[config.mk]
export PLATFORM = sky130hd
export DESIGN_NAME = relax_period_cal
export DESIGN_NICKNAME = d
export VERILOG_FILES = /design/src/rtl/mscal_pkg.sv /design/src/rtl/mscal_adjust.sv /design/src/rtl/mscal_iter.sv /design/src/rtl/relax_period_cal.sv
export SDC_FILE = /design/constraint.sdc
export NUM_CORES = 1
export LEC_CHECK = 0
export ABC_CLOCK_PERIOD_IN_PS = 4600
export BUFFER_PORTS_ARGS = -buffer_cell sky130_fd_sc_hd__buf_4
export CORE_ASPECT_RATIO = 1.5
export CORE_MARGIN = 10
export CORE_UTILIZATION = 50
export CTS_BUF_LIST = sky130_fd_sc_hd__clkbuf_4
export DETAILED_ROUTE_END_ITERATION = 7
export PLACE_DENSITY = 0.72
export SYNTH_ARGS = -nofsm -noshare
export SYNTH_HDL_FRONTEND = slang
export SYNTH_SLANG_ARGS = --single-unit
[constraint.sdc]
create_clock -name clk -period 4.6 [get_ports clk]
set_clock_uncertainty 0.05 [all_clocks]
set_input_delay 0.92 -clock clk [delete_from_list [all_inputs] [get_ports clk]]
set_output_delay 0.92 -clock clk [all_outputs]
set_load 0.02 [all_outputs]
[src/rtl/mscal_pkg.sv]
package mscal_pkg;

  typedef enum logic [2:0] {
    ST_IDLE    = 3'd0,
    ST_REQ_HI  = 3'd1,
    ST_WAIT_HI = 3'd2,
    ST_REQ_LO  = 3'd3,
    ST_WAIT_LO = 3'd4,
    ST_EVAL    = 3'd5
  } cal_state_e;

  typedef enum logic [1:0] {
    DIR_NONE = 2'd0,
    DIR_UP   = 2'd1,
    DIR_DOWN = 2'd2
  } dir_e;

  typedef struct packed {
    logic hi;
    logic lo;
    logic win;
  } cmp_t;

  // step after an optional reversal: half, never below one
  function automatic int next_step(int step, logic reversed);
    int h;
    h = step / 2;
    if (!reversed) return step;
    return (h < 1) ? 1 : h;
  endfunction

  // candidate count before clamping
  function automatic int moved(int period, int step, dir_e d);
    if (d == DIR_DOWN) return period - step;
    if (d == DIR_UP) return period + step;
    return period;
  endfunction

  // correction direction from a sampled verdict (window wins, then high)
  function automatic dir_e decide(cmp_t c);
    if (c.win) return DIR_NONE;
    if (c.hi) return DIR_DOWN;
    if (c.lo) return DIR_UP;
    return DIR_NONE;
  endfunction

endpackage

[src/rtl/mscal_adjust.sv]
module mscal_adjust
  import mscal_pkg::*;
#(
  parameter int PW    = 10,
  parameter int P_MIN = 8,
  parameter int P_MAX = 1000
) (
  input  logic [PW-1:0] period_i,
  input  logic [PW-1:0] step_i,
  input  dir_e          last_i,
  input  dir_e          dir_i,
  output logic [PW-1:0] period_o,
  output logic [PW-1:0] step_o,
  output logic          clamp_lo_o,
  output logic          clamp_hi_o
);

  always_comb begin
    int   s;
    int   p;
    logic rev;
    rev = (last_i != DIR_NONE) && (dir_i != DIR_NONE) && (last_i != dir_i);
    s = next_step(int'(step_i), rev);
    p = moved(int'(period_i), s, dir_i);
    clamp_lo_o = (p < P_MIN);
    clamp_hi_o = (p > P_MAX);
    if (clamp_lo_o)      period_o = PW'(P_MIN);
    else if (clamp_hi_o) period_o = PW'(P_MAX);
    else                 period_o = PW'(p);
    step_o = PW'(s);
  end

endmodule

[src/rtl/mscal_iter.sv]
module mscal_iter #(
  parameter int MAX_ITER = 32
) (
  input  logic clk,
  input  logic rst_n,
  input  logic clr_i,
  input  logic inc_i,
  output logic last_o
);

  localparam int IW = $clog2(MAX_ITER + 1);

  logic [IW-1:0] count_q;

  always_ff @(posedge clk) begin
    if (!rst_n)     count_q <= '0;
    else if (clr_i) count_q <= '0;
    else if (inc_i) count_q <= count_q + 1'b1;
  end

  // the pass being evaluated is the final one allowed
  assign last_o = (count_q == IW'(MAX_ITER - 1));

  p_iter_bound_r8: assert property (@(posedge clk) disable iff (!rst_n)
    count_q <= IW'(MAX_ITER));

endmodule

[src/rtl/relax_period_cal.sv]
module relax_period_cal
  import mscal_pkg::*;
#(
  parameter int N         = 10,
  parameter int PW        = 10,
  parameter int P_MIN     = 8,
  parameter int P_MAX     = 1000,
  parameter int P_INIT    = 256,
  parameter int STEP_INIT = 64,
  parameter int MAX_ITER  = 32
) (
  input  logic          clk,
  input  logic          rst_n,
  input  logic          cal_start,
  output logic [N-1:0]  seq_code,
  output logic          seq_start,
  input  logic          seq_done,
  input  logic          cmp_high,
  input  logic          cmp_low,
  input  logic          cmp_in_win,
  output logic [PW-1:0] period_cnt,
  output logic          cal_ok,
  output logic          cal_err
);

  localparam logic [N-1:0] CODE_MID   = {1'b1, {(N-1){1'b0}}};
  localparam logic [N-1:0] CODE_BELOW = CODE_MID - 1'b1;

  cal_state_e    state_q;
  logic [PW-1:0] period_q;
  logic [PW-1:0] step_q;
  dir_e          last_q;
  cmp_t          cmp_q;
  logic          ok_q;
  logic          err_q;

  // named events
  logic          load_fire;
  logic          done_hi_fire;
  logic          sample_fire;
  logic          eval_fire;
  logic          adj_fire;
  logic          iter_last;
  dir_e          dir_w;
  logic [PW-1:0] adj_period;
  logic [PW-1:0] adj_step;
  logic          clamp_lo;
  logic          clamp_hi;
  logic          clamp_fire;

  assign load_fire    = (state_q == ST_IDLE) && cal_start;
  assign done_hi_fire = (state_q == ST_WAIT_HI) && seq_done;
  assign sample_fire  = (state_q == ST_WAIT_LO) && seq_done;
  assign eval_fire    = (state_q == ST_EVAL);
  assign dir_w        = decide(cmp_q);
  assign adj_fire     = eval_fire && !cmp_q.win && !iter_last && (dir_w != DIR_NONE);
  assign clamp_fire   = adj_fire && (clamp_lo || clamp_hi);

  mscal_adjust #(
    .PW   (PW),
    .P_MIN(P_MIN),
    .P_MAX(P_MAX)
  ) u_adjust (
    .period_i  (period_q),
    .step_i    (step_q),
    .last_i    (last_q),
    .dir_i     (dir_w),
    .period_o  (adj_period),
    .step_o    (adj_step),
    .clamp_lo_o(clamp_lo),
    .clamp_hi_o(clamp_hi)
  );

  mscal_iter #(
    .MAX_ITER(MAX_ITER)
  ) u_iter (
    .clk   (clk),
    .rst_n (rst_n),
    .clr_i (load_fire),
    .inc_i (eval_fire),
    .last_o(iter_last)
  );

  always_ff @(posedge clk) begin
    if (!rst_n) begin
      state_q  <= ST_IDLE;
      period_q <= PW'(P_INIT);
      step_q   <= PW'(STEP_INIT);
      last_q   <= DIR_NONE;
      cmp_q    <= '0;
      ok_q     <= 1'b0;
      err_q    <= 1'b0;
    end else begin
      case (state_q)
        ST_IDLE: begin
          if (cal_start) begin
            period_q <= PW'(P_INIT);
            step_q   <= PW'(STEP_INIT);
            last_q   <= DIR_NONE;
            ok_q     <= 1'b0;
            err_q    <= 1'b0;
            state_q  <= ST_REQ_HI;
          end
        end
        ST_REQ_HI:  state_q <= ST_WAIT_HI;
        ST_WAIT_HI: if (seq_done) state_q <= ST_REQ_LO;
        ST_REQ_LO:  state_q <= ST_WAIT_LO;
        ST_WAIT_LO: begin
          if (seq_done) begin
            cmp_q   <= '{hi: cmp_high, lo: cmp_low, win: cmp_in_win};
            state_q <= ST_EVAL;
          end
        end
        ST_EVAL: begin
          if (cmp_q.win) begin
            ok_q    <= 1'b1;
            state_q <= ST_IDLE;
          end else if (iter_last) begin
            err_q   <= 1'b1;
            state_q <= ST_IDLE;
          end else if (dir_w == DIR_NONE) begin
            state_q <= ST_REQ_HI;
          end else begin
            period_q <= adj_period;
            if (clamp_lo || clamp_hi) begin
              err_q   <= 1'b1;
              state_q <= ST_IDLE;
            end else begin
              step_q  <= adj_step;
              last_q  <= dir_w;
              state_q <= ST_REQ_HI;
            end
          end
        end
        default: state_q <= ST_IDLE;
      endcase
    end
  end

  assign seq_start  = (state_q == ST_REQ_HI) || (state_q == ST_REQ_LO);
  assign seq_code   = ((state_q == ST_REQ_LO) || (state_q == ST_WAIT_LO)) ? CODE_BELOW : CODE_MID;
  assign period_cnt = period_q;
  assign cal_ok     = ok_q;
  assign cal_err    = err_q;

  p_single_pulse_r11: assert property (@(posedge clk) disable iff (!rst_n)
    seq_start |=> !seq_start);

  p_second_code_r1: assert property (@(posedge clk) disable iff (!rst_n)
    done_hi_fire |=> (seq_start && seq_code == CODE_BELOW));

  p_verdict_hold_r2: assert property (@(posedge clk) disable iff (!rst_n)
    !sample_fire |=> $stable(cmp_q));

  p_flags_excl_r3: assert property (@(posedge clk) disable iff (!rst_n)
    !(cal_ok && cal_err));

  p_quiet_after_r3: assert property (@(posedge clk) disable iff (!rst_n)
    ((cal_ok || cal_err) && !cal_start) |=> !seq_start);

  p_count_hold_r4: assert property (@(posedge clk) disable iff (!rst_n)
    (!adj_fire && !load_fire) |=> $stable(period_cnt));

  p_step_nonzero_r5: assert property (@(posedge clk) disable iff (!rst_n)
    step_q != '0);

  p_restart_pair_r6: assert property (@(posedge clk) disable iff (!rst_n)
    (adj_fire && !clamp_fire) |=> (seq_start && seq_code == CODE_MID));

  p_range_r7: assert property (@(posedge clk) disable iff (!rst_n)
    (period_cnt >= PW'(P_MIN)) && (period_cnt <= PW'(P_MAX)));

  p_clamp_stop_r7: assert property (@(posedge clk) disable iff (!rst_n)
    clamp_fire |=> (cal_err && !seq_start));

endmodule

# == Word-level counts from Yosys, hierarchy flattened ==
# Index checks and enable logic that the tools add are counted.
# classes
add_sub_neg,3
mul,0
n_div,0
n_lt_le_gt_ge,3
eq_ne,19
shifts,0
n_mux,57
bitwise_logic,1
reduce_logical,18
# ops
operator,n
two-way mux 32 bit,5
two-way mux 10 bit,12
one-hot mux 10 bit (2 select lines),2
adder 11 x 32 -> 32 bit,1
"greater-than comparator 32 x 11 -> 1 bit, second input constant",1
"< comparator 32 x 5 -> 1 bit, second input constant",1
subtractor 11 x 32 -> 32 bit,1
two-way mux 2 bit,11
two-way mux 1 bit,19
one-hot mux 3 bit (6 select lines),1
"inequality test 2 bit, second input constant",8
AND reduction 5 bit,2
"< comparator 9 x 1 -> 1 bit, second input constant",1
two-way mux 3 bit,3
two-way mux 9 bit,1
"adder 6 x 1 -> 6 bit, second input constant",1
"equality test 3 x 2 -> 1 bit, second input constant",2
"equality test 3 bit, second input constant",2
"equality test 6 x 5 -> 1 bit, second input constant",1
AND reduction 3 bit,2
AND reduction 6 bit,1
nonzero test 2 bit,3
one-hot mux 1 bit (2 select lines),2
one-hot mux 2 bit (2 select lines),1
other kinds (13),17
# word_totals
ff_bits,36
latch_bits,0
ramBits,0
mem_bits_ro,0
in_bits,7
output_inout_bits,23
wordCells,111
n_memories,0

# == Depth between registers and ports, before layout ==
# Gate-level depths: netlist (run 1).
# depth
ltp_word,23
ltp_mapped,23
mapped_depth_nobuf,18

# == Cells and area by module ==
# Synthesis (run 1) repeated with hierarchy kept, for this count alone.
# unflattened
cells_unflattened,427
area_unflattened_um2,3305.7
# by_module_without_submodules
module,instances,cells_each,area_each_um2,seq_area_each_um2
mscal_adjust,1,250,1657.8,0.0
relax_period_cal,1,150,1392.6,600.6
mscal_iter,1,27,255.2,120.1

# == Worst setup path before layout (run 1) ==
# No wires, ideal clock.
# synth_timing
kind,reg2reg
start,reg cmp_q[0] in the netlist's numbering
end,reg step_q[6]
setup_ns,0.123
arrival_ns,4.901
required_time_ns,4.427
slack_ns,-0.474
stages_incl_launch_ff,22
n_path_buf,5
synth_period_minus_slack_ns,5.074
cell_sequence,dfxtp_1 buf_2 nor3b_1 clkbuf_1 a22oi_1 clkbuf_1 mux2_2 ha_1 buf_4 inv_1 a221oi_1 a31oi_1 a21oi_1 nor2_1 nor2_1 fa_1 a221oi_1 nand3_1 or4_1 and3_1 buf_6 mux2_1
# synth_via
elab_chain_cells,15
elab_cells_between_ends,31
classes_between,2 x add/sub; 2 x order compare; 6 x eq/ne; 15 x mux; 6 x reduce/logical
# synth_lines
item,line_no,text
start: declaration,relax_period_cal.sv:33,cmp_t cmp_q;
start signal: assignment,relax_period_cal.sv:110,"cmp_q <= '{hi: cmp_high, lo: cmp_low, win: cmp_in_win};"
two-way mux 1 bit,mscal_pkg.sv:41,if (c.win) return DIR_NONE;
two-way mux 2 bit,mscal_pkg.sv:42,if (c.hi) return DIR_DOWN;
nonzero test 2 bit,mscal_adjust.sv:22,rev = (last_i != DIR_NONE) && (dir_i != DIR_NONE) && (last_i != dir_i);
logical AND 1 bit (2 in a row),mscal_adjust.sv:22,
two-way mux 32 bit,mscal_pkg.sv:29,return (h < 1) ? 1 : h;
subtractor 11 x 32 -> 32 bit,mscal_pkg.sv:34,if (d == DIR_DOWN) return period - step;
two-way mux 32 bit,mscal_pkg.sv:34,
two-way mux 32 bit,mscal_pkg.sv:35,if (d == DIR_UP) return period + step;
two-way mux 32 bit,mscal_pkg.sv:36,return period;
two-way mux 32 bit,mscal_pkg.sv:35,
< comparator 32 x 5 -> 1 bit / greater-than comparator 32 x 11 -> 1 bit (equally long branches),"mscal_adjust.sv:25, mscal_adjust.sv:26",
logical OR 1 bit,relax_period_cal.sv:125,if (clamp_lo || clamp_hi) begin
inequality test 2 bit (no line),n/a,
AND reduction 6 bit (no line),n/a,
end signal: assignment,relax_period_cal.sv:88,step_q <= PW'(STEP_INIT);
end signal: assignment,relax_period_cal.sv:98,step_q <= PW'(STEP_INIT);
end signal: assignment,relax_period_cal.sv:129,step_q <= adj_step;
end: declaration,relax_period_cal.sv:31,logic [PW-1:0] step_q;
# Several ways; a longest one is shown, not always the timed one. The select of a mux whose other input is x is not followed.
# A chain may end at the register's enable or synchronous reset.

# == Final worst setup path (run 1) ==
# layout_timing
start,reg cmp_q[2] in the netlist's numbering
end,reg step_q[6]
# layout_via
elab_chain_cells,18
elab_cells_between_ends,35
classes_between,2 x add/sub; 2 x order compare; 5 x eq/ne; 20 x mux; 6 x reduce/logical
# layout_lines
item,line_no,text
two-way mux 2 bit,mscal_pkg.sv:42,
two-way mux 2 bit,mscal_pkg.sv:43,if (c.lo) return DIR_UP;
two-way mux 2 bit,mscal_pkg.sv:44,return DIR_NONE;
two-way mux 2 bit *,mscal_pkg.sv:43,
two-way mux 2 bit *,mscal_pkg.sv:42,
nonzero test 2 bit,mscal_adjust.sv:22,
logical AND 1 bit (2 in a row),mscal_adjust.sv:22,
two-way mux 32 bit,mscal_pkg.sv:29,
subtractor 11 x 32 -> 32 bit,mscal_pkg.sv:34,
two-way mux 32 bit,mscal_pkg.sv:34,
two-way mux 32 bit,mscal_pkg.sv:35,
two-way mux 32 bit,mscal_pkg.sv:36,
two-way mux 32 bit,mscal_pkg.sv:35,
< comparator 32 x 5 -> 1 bit / greater-than comparator 32 x 11 -> 1 bit (equally long branches),"mscal_adjust.sv:25, mscal_adjust.sv:26",
logical OR 1 bit,relax_period_cal.sv:125,
inequality test 2 bit (no line),n/a,
AND reduction 6 bit (no line),n/a,
# Mark *: on every way between the ends. The rest lies on a longest branch, timed or not. The select of a mux whose other input is x is not followed.

==> summary.txt, run 1 <==
Outcome
  – Status: completed

Drt
  – Pre-Repair DR Iteration Count: 4
  – Vias after detailed routing: 3096
  – DRT iter0 DRCs: 145
  – Number of routed nets with antenna violations: 0
  – # DRC: 0
  – Detailed Route WL: 8.908 mm
  – Drt via density: 5.954
  – Mean routed wirelength per cell: 17.13 µm

CTS
  – H-tree levels: 2
  – Clock Tree Root: clkbuf_4
  – TritonCTS clock tree: done
  – Worst skew pair latency: 0.36 ns
  – Sinks on Clock Net: 36
  – CTS Buf Count: 5
  – Clock buffer depth: 2
  – Post-cts hold buffer count: 0
  – Clk slew on worst S/H paths: 0.12 ns

Logic synthesis
  – Syn_nets: 430
  – Primary FF master, synth: dfxtp_1
  – Cell Area, Synth: 3133 µm²
  – Yosys reg bits: 36
  – Async S/R FF share, synth: 0
  – Synth cell types: 59
  – EDFF count, synth: 0
  – Top post-synthesis cells by area: dfxtp_1 23%, ha_1 10%, mux2i_1 6.1%
  – Cells after synthesis: 394
  – Synth area leader: dfxtp_1
  – Seq/Total Area, Yosys: 0.2300
  – Synth warnings: 0
  – Syn_area_per_cell: 7.952 µm²
  – Post-synth top area share: 0.2300

Floorplanning
  – Die Ht: 117.0 µm
  – Row count: 35
  – I/O pin cnt: 30
  – Starting density of the core: 0.5110
  – Core box area: 6131 µm²
  – Die width: 84.63 µm
  – Die ar.: 9897 µm²

Run
  – Max-cap violation count: 0

Power and ir drop
  – Maximum VDD drop: 0.3686 mV
  – LEAKAGE: 0.001529 µW
  – Pwr Density: 195.6 nW/µm²
  – Power Total: 747.5 µW

Layout
  – Ant. Diodes: 0
  – Area Growth Syn to Fin: 21.96%
  – Commonest cells after routing, fill and taps aside: 71 x buf_4, 34 x dfxtp_1, 30 x nor2_1
  – Nets: 481
  – Commonest non-fill, non-tap cell in the layout: buf_4
  – Fin cells: 520
  – Layout cells sized above 1: 0.2578

STA
  – Final worst path period need: 4.475 ns
  – Fmax: 0.2235 GHz
  – Relative slew slack: 0.3727
  – Period utilisation layout: 0.9728
  – Final setup vio count: 0
  – Setup TNS: 0 ns
  – Hold_ws: 0.4367 ns
  – Worst-Margin Slew: 0.9311 ns
  – Worst setup margin: 0.1249 ns
  – Final Max Slew Viols: 0
  – Hold Fails Final Rpt: 0

Hold path
  – Hold WC Path Type: flop to flop

Critical path
  – Setup CP Type: flop to flop
  – Crit path capture type: flop
  – Crit-path max FO: 7
  – WP data required: 4.81 ns
  – Worst setup SP type: flop
  – Crit path top cell by count: buf_4
  – Crit-path leading delay family: simple AND/OR/NAND/NOR gates
  – CP bufs+invs: 2
  – Slowest-stage cell, CP: or4_4
  – Critical path arrival: 4.68 ns
  – Largest stage delay on the critical path: 0.56 ns
  – Worst-path cell chain: nor3b_4 -> a22oi_2 -> buf_4 -> buf_4 -> a211oi_1 -> a21oi_1 -> ha_1 -> fa_1 -> or2_1 -> a21oi_2 -> a211oi_2 -> xor2_1 -> nor2_1 -> or3_4 -> or4_4 -> and3_4 -> mux2_1

Place
  – Port Buf Inserts: 29
  – Dpl ws: -0.01460 ns
  – Placed cell count: 509
  – RD Place Congestion: 0.9167
  – DPL Wire Length: 6.762 mm

Global route
  – Number of global-route vias before repair: 3061
  – GRT overflow: 0
  – Largest net degree at the start of global routing: 42
  – First-pass GRT wire length: 14.51 mm
  – Initial antenna violation count: 0
  – Tot GR Track Use: 0.1753
[what timing repair did]
item / CTS / global route
endpoints found under the hold margin: 0 / 0
pin swaps: 1 / 6
buffers inserted: 1 / 1
resized for setup: 1 / 11
endpoints found under the setup margin: 5 / 16
gates cloned: 0 / 1
[routing by layer]
metal | global-route usage | part of all wire | wire length (µm) | vias to the layer above
met4 | 0.09912 | 0.041 | 366 | 0
met5 | 0 | 0 | 0 | -
met3 | 0.02078 | 0.033 | 293 | 28
met1 | 0.1791 | 0.39 | 3505 | 1469
met2 | 0.3347 | 0.53 | 4742 | 85
li1 | - | - | - | 1514
[final cells by class]
| cell class | count | area (µm²) |
|---|---|---|
| Fill cell | 551 | 2310 |
| Tap cell | 74 | 92.59 |
| Inverter | 25 | 93.84 |
| Clock buffer | 5 | 37.54 |
| Sequential cell | 36 | 723.2 |
| Clock inverter | 3 | 90.09 |
| Multi-Input combinational cell | 306 | 2251 |
| Timing Repair Buffer | 71 | 533.0 |
[Yosys cell counts (2+ instances only)]
master and number:
or3_1 8, nor3_1 9, o21bai_1 2, nor2_1 30, dfxtp_1 36, nand3_1 18, mux2i_1 19, a21oi_2 2
xnor2_1 6, nand2b_1 7, a221oi_1 3, nor2b_1 11, nor3b_1 3, clkbuf_1 12, o22a_1 2, nand4_1 7
nor4_1 5, a31oi_1 4, a22oi_1 4, or2_2 3, o21a_1 2, o221ai_1 3, a211oi_2 3, xor2_1 6
a21oi_1 21, o21ba_2 2, o311ai_0 3, o21ai_1 3, nand2_1 29, o211ai_1 4, and2_1 3, and3_1 3
fa_1 3, buf_2 4, o21ai_0 18, a32o_1 5, inv_1 25, mux2_2 7, a21o_1 2, buf_6 2
a211oi_1 4, ha_1 26, buf_4 9
[worst min-delay path, stage by stage, from the launching register on]
cell and delay (ns):
dfxtp_1 0.33, nand3_1 0.06, mux2i_1 0.06
[stage by stage]
| step | utilization | cell area (µm²) |
|---|---|---|
| after floorplan | - | 3194 |
| after global placement | 0.5896 | 3615 |
| after detailed placement | 0.5896 | 3615 |
| after CTS | 0.6118 | 3751 |
| after global routing | 0.6233 | 3821 |
| final | 0.6233 | 3821 |
[worst paths after layout]
kind	from	to	slack, ns	cells after the start
setup / recovery	cmp_q[2]	step_q[6]	0.12	17
hold / removal	step_q[0]	step_q[0]	0.44	2
setup reg to reg	cmp_q[2]	step_q[6]	0.12	17
hold reg to reg	step_q[0]	step_q[0]	0.44	2
[cells by family (layout without fill, tap and decap cells)]
logic type      after synthesis  after routing  synth area share
mux                          27             27           0.08946
simple gates                142            143            0.2300
fa+ha+maj                    29             29            0.1230
buf+inv                      53            104           0.08107
compound gates               95             95            0.2129
flops                        36             36            0.2300
xor+xnor                     12             12           0.03355
[where the power goes]
group          switching [µW]  total (µW)  internal (µW)
sequential               7.93         323            315
combinational            53.9        87.8           33.9
clock                     112         336            224
total                     174         747            573
[flip-flops by register name, indices dropped and copies added, names as in the netlist]
signal and cells:
step_q 10, cmp_q 3, last_q 2, cal_ok 1, state_q 3, period_cnt 10
u_iter.count_q 6, cal_err 1
No activity file was read; power rests on OpenSTA's default activity.
==> run 2: changes to the inputs <==
--- a/config.mk
+++ b/config.mk
@@ -15,4 +15,5 @@
 export PLACE_DENSITY = 0.72
 export SYNTH_ARGS = -nofsm -noshare
 export SYNTH_HDL_FRONTEND = slang
+export SYNTH_HIERARCHICAL = 1
 export SYNTH_SLANG_ARGS = --single-unit
==> run 2 against run 1 <==
- the flow now finishes with violations (setup timing)
- combinational power increased by 25%
- register-to-register slack got worse by 0.26 ns
- global-route usage increased by 0.51 points
- critical path type unchanged
- routed wire length increased by 13%
- sequential share of layout area decreased by 1.9 points
- largest cell class unchanged
- sequential cell count unchanged
- critical endpoint is now step_q[0]
- non-clock buffer count increased by 15
- hold slack improved by 0.011 ns
==> summary.txt, run 2 <==
Logic synthesis
  – Synth cell types: 69 (+17%)
  – Most frequent cell after synthesis: nand2_1
  – Cells after synthesis: 427 (+8.4%)
  – Yosys reg bits: 36 (unchanged)
  – Cell Area, Synth: 3306 µm² (+5.5%)
  – Top post-synthesis cells by area: dfxtp_1 22%, ha_1 9.8%, nand2_1 7.4%
  – Post-synth top area share: 0.2180 (-0.01202)
  – Seq/Total Area, Yosys: 0.2180 (-0.01202)
  – Syn_nets: 463 (+7.7%)
  – EDFF count, synth: 0 (unchanged)
  – Primary FF master, synth: dfxtp_1
  – Synth area leader: dfxtp_1
  – Synth warnings: 6 (+6)
  – Async S/R FF share, synth: 0 (unchanged)
  – Syn_area_per_cell: 7.742 µm² (-2.6%)
  – Commonest cells post-synth: 65 x nand2_1, 36 x dfxtp_1, 33 x nor2_1, 26 x a21oi_1, 26 x ha_1

Critical path
  – Worst-path cell chain: nor3b_4 -> nand2_4 -> xor2_4 -> buf_6 -> nand2_1 -> nand2_2 -> inv_1 -> ha_2 -> or4_4 -> o211ai_4 -> a21oi_2 -> nor2_2 -> fa_1 -> mux2i_1 -> a22o_1 -> a31oi_1 -> o211ai_1 -> inv_1 -> buf_6 -> a21o_1 -> or2_4 -> a21oi_4 -> buf_12 -> mux2i_1
  – CP bufs+invs: 5 (+3)
  – Crit path capture type: flop
  – Largest stage delay on the critical path: 0.50 ns (-0.06 ns)
  – Critical path arrival: 4.95 ns (+0.27 ns)
  – Worst setup SP type: flop
  – Crit-path max FO: 12 (+5)
  – Setup CP Type: flop to flop
  – WP data required: 4.82 ns (about the same)
  – Slowest-stage cell, CP: or4_4
  – Crit-path leading delay family: simple AND/OR/NAND/NOR gates

Layout
  – FF/Latch Area: 726.9 µm² (+0.52%)
  – Post-layout util: 0.6601 (+0.03684)
  – Multi-input logic area: 2608 µm² (+16%)
  – Commonest cells after routing, fill and taps aside: 75 x buf_4, 54 x nand2_1, 33 x dfxtp_1
  – Nets: 530 (+10%)
  – Biggest regs: period_cnt x10, step_q x10, u_iter/count_q x6
  – Fin cells: 571 (+9.8%)
  – Layout cells sized above 1: 0.3212 (+0.06336)
  – Ant. Diodes: 0 (unchanged)
  – Fillers: 543 (-1.5%)
  – Finished Cell Area: 4282 µm² (+12%)
  – Area Growth Syn to Fin: 29.52%
  – Commonest non-fill, non-tap cell in the layout: buf_4

CTS
  – H-tree levels: 2 (unchanged)
  – TritonCTS clock tree: done
  – CTS Buf Count: 5 (unchanged)
  – Clk slew on worst S/H paths: 0.11 ns (about the same)
  – Sinks on Clock Net: 36 (unchanged)
  – Clock buffer depth: 2 (unchanged)
  – Worst skew pair latency: 0.35 ns (about the same)
  – Clock Tree Root: clkbuf_4

Drt
  – # DRC: 0 (unchanged)
  – Drt via density: 5.958 (about the same)
  – DRT iter0 DRCs: 177 (+22%)
  – Pre-Repair DR Iteration Count: 5 (+1)
  – Number of routed nets with antenna violations: 0 (unchanged)
  – Detailed Route WL: 10.10 mm (+13%)
  – Vias after detailed routing: 3402 (+9.9%)
  – Mean routed wirelength per cell: 17.68 µm (+3.2%)

Floorplanning
  – I/O pin cnt: 30 (unchanged)
  – Core box area: 6486 µm² (+5.8%)
  – Die width: 86.39 µm (+2.1%)
  – Die ar.: 10330 µm² (+4.4%)
  – Die Ht: 119.6 µm (+2.3%)
  – Starting density of the core: 0.5096 (-0.001375)
  – Row count: 36 (+2.9%)

STA
  – Setup TNS: -1.116 ns (-1.116 ns)
  – RSZ-0062 raised after global routing: yes
  – Fmax: 0.2114 GHz (-5.4%)
  – Final Max Slew Viols: 0 (unchanged)
  – Hold Fails Final Rpt: 0 (unchanged)
  – Relative slew slack: 0.3587 (-0.01399)
  – Worst-Margin Slew: 0.9519 ns (+0.02077 ns)
  – Worst setup margin: -0.1310 ns (-0.2559 ns)
  – Final setup vio count: 14 (+14)
  – Period utilisation layout: 1.028 (+0.05563)
  – Final worst path period need: 4.731 ns (+0.2559 ns)

Power and ir drop
  – Pwr Density: 139.0 nW/µm² (-29%)
  – LEAKAGE: 0.001851 µW (+21%)
  – Maximum VDD drop: 0.2282 mV (-38%)
  – Power Total: 595.2 µW (-20%)

Hold path
  – Hold WC Path Type: flop to flop

Run
  – Max-cap violation count: 0 (unchanged)

Global route
  – First-pass GRT wire length: 15.57 mm (+7.3%)
  – Initial antenna violation count: 0 (unchanged)
  – Tot GR Track Use: 0.1803 (+0.005065)
  – GRT overflow: 0 (unchanged)
  – Largest net degree at the start of global routing: 33 (-21%)
  – Number of global-route vias before repair: 3329 (+8.8%)

Outcome
  – Status: finished, violations left
  – Failing checks: setup timing

Place
  – Port Buf Inserts: 29 (unchanged)
  – Placed Instance Area: 3831 µm² (+6.0%)
  – Placed cell count: 545 (+7.1%)
  – RD Place Congestion: 0.9636 (+5.1%)
  – DPL Wire Length: 7.284 mm (+7.7%)
-- run 2: cell count changes in the layout (fill, tap and decap cells not counted), moves of 9 or more --
| cell | change |
|---|---|
| nand2_1 | +25 |
| buf_6 | +10 |
| ha_1 | -10 |
| nand2_2 | +9 |
| nor2b_1 | +9 |
| nand3_1 | -11 |
-- run 2: final cells by class --
type	instances	share of cell area
flip-flops and latches	36	0.1698
clock inverters	3	0.003214
multi-input cells	339	0.6090
repair buffers	86	0.1625
inverters	26	0.02455
clock buffers	5	0.008767
well taps	76	0.02221
-- run 2: per-stage QoR --
| stage | hold WS, ns | setup WS [ns] |
|---|---|---|
| 3_5_place_dp | 0.4113 | -0.1781 |
| 2_1_floorplan | 0.3848 | 0.0008065 |
| 5_1_grt | 0.4648 | -0.3416 |
| 6_report | 0.4474 | -0.1310 |
| 3_3_place_gp | 0.3938 | 0.01944 |
| 4_1_cts | 0.4366 | -0.03255 |
-- run 2: report_power, final --
part / total, µW / switching, µW / internal, µW / leakage, µW
combinational: 110 / 60.6 / 49.3 / 0.00153
clock: 163 / 107 / 56.1 / 0.0000324
sequential: 322 / 7.41 / 315 / 0.000292
-- run 2: repair_timing --
item / 4_1_cts / 5_1_grt
setup endpoints to repair: 14 / 19
pin swaps: 16 / 14
resized for setup: 14 / 40
setup buffers: 14 / 3
gates cloned: 1 / 0
hold buffers: 0 / 0
-- run 2: final timing paths --
path / depth (start not counted) / from / slack (ns) / to
worst max-delay path: 24 / cmp_q[0] / -0.13 / step_q[0]
worst max register to register: 24 / cmp_q[0] / -0.13 / step_q[0]
worst min register to register: 2 / u_iter/count_q[5] / 0.45 / u_iter/count_q[5]
worst min-delay path: 2 / u_iter/count_q[5] / 0.45 / u_iter/count_q[5]
-- run 2: worst register-to-register path: stages (launching register included) --
cell,delay [ns]
dfxtp_4,0.38
nor3b_4,0.22
nand2_4,0.10
xor2_4,0.30
buf_6,0.14
nand2_1,0.06
nand2_2,0.12
inv_1,0.06
ha_2,0.17
or4_4,0.50
o211ai_4,0.21
a21oi_2,0.09
nor2_2,0.13
fa_1,0.42
mux2i_1,0.14
a22o_1,0.16
a31oi_1,0.05
o211ai_1,0.15
inv_1,0.11
buf_6,0.13
a21o_1,0.14
or2_4,0.26
a21oi_4,0.17
buf_12,0.17
mux2i_1,0.22
-- run 2: routing by layer --
metal,track usage,vias up,share of wire
li1,-,1613,-
met1,0.1948,1607,0.39
met2,0.3176,137,0.51
met3,0.02370,45,0.047
met4,0.1138,0,0.058
met5,0,-,0
-- run 2: cells by family (layout without fill, tap and decap cells) --
family                     Yosys count  count (layout)  synth area share
and+or+nand+nor                    178             178            0.2691
AOI/OAI and AO/OA                   95              95            0.2086
buffers and inverters               53             120           0.08364
DFF                                 36              36            0.2180
adders and majority gates           29              29            0.1166
muxes                               22              22           0.06699
xor gates and xnor gates            14              15           0.03709
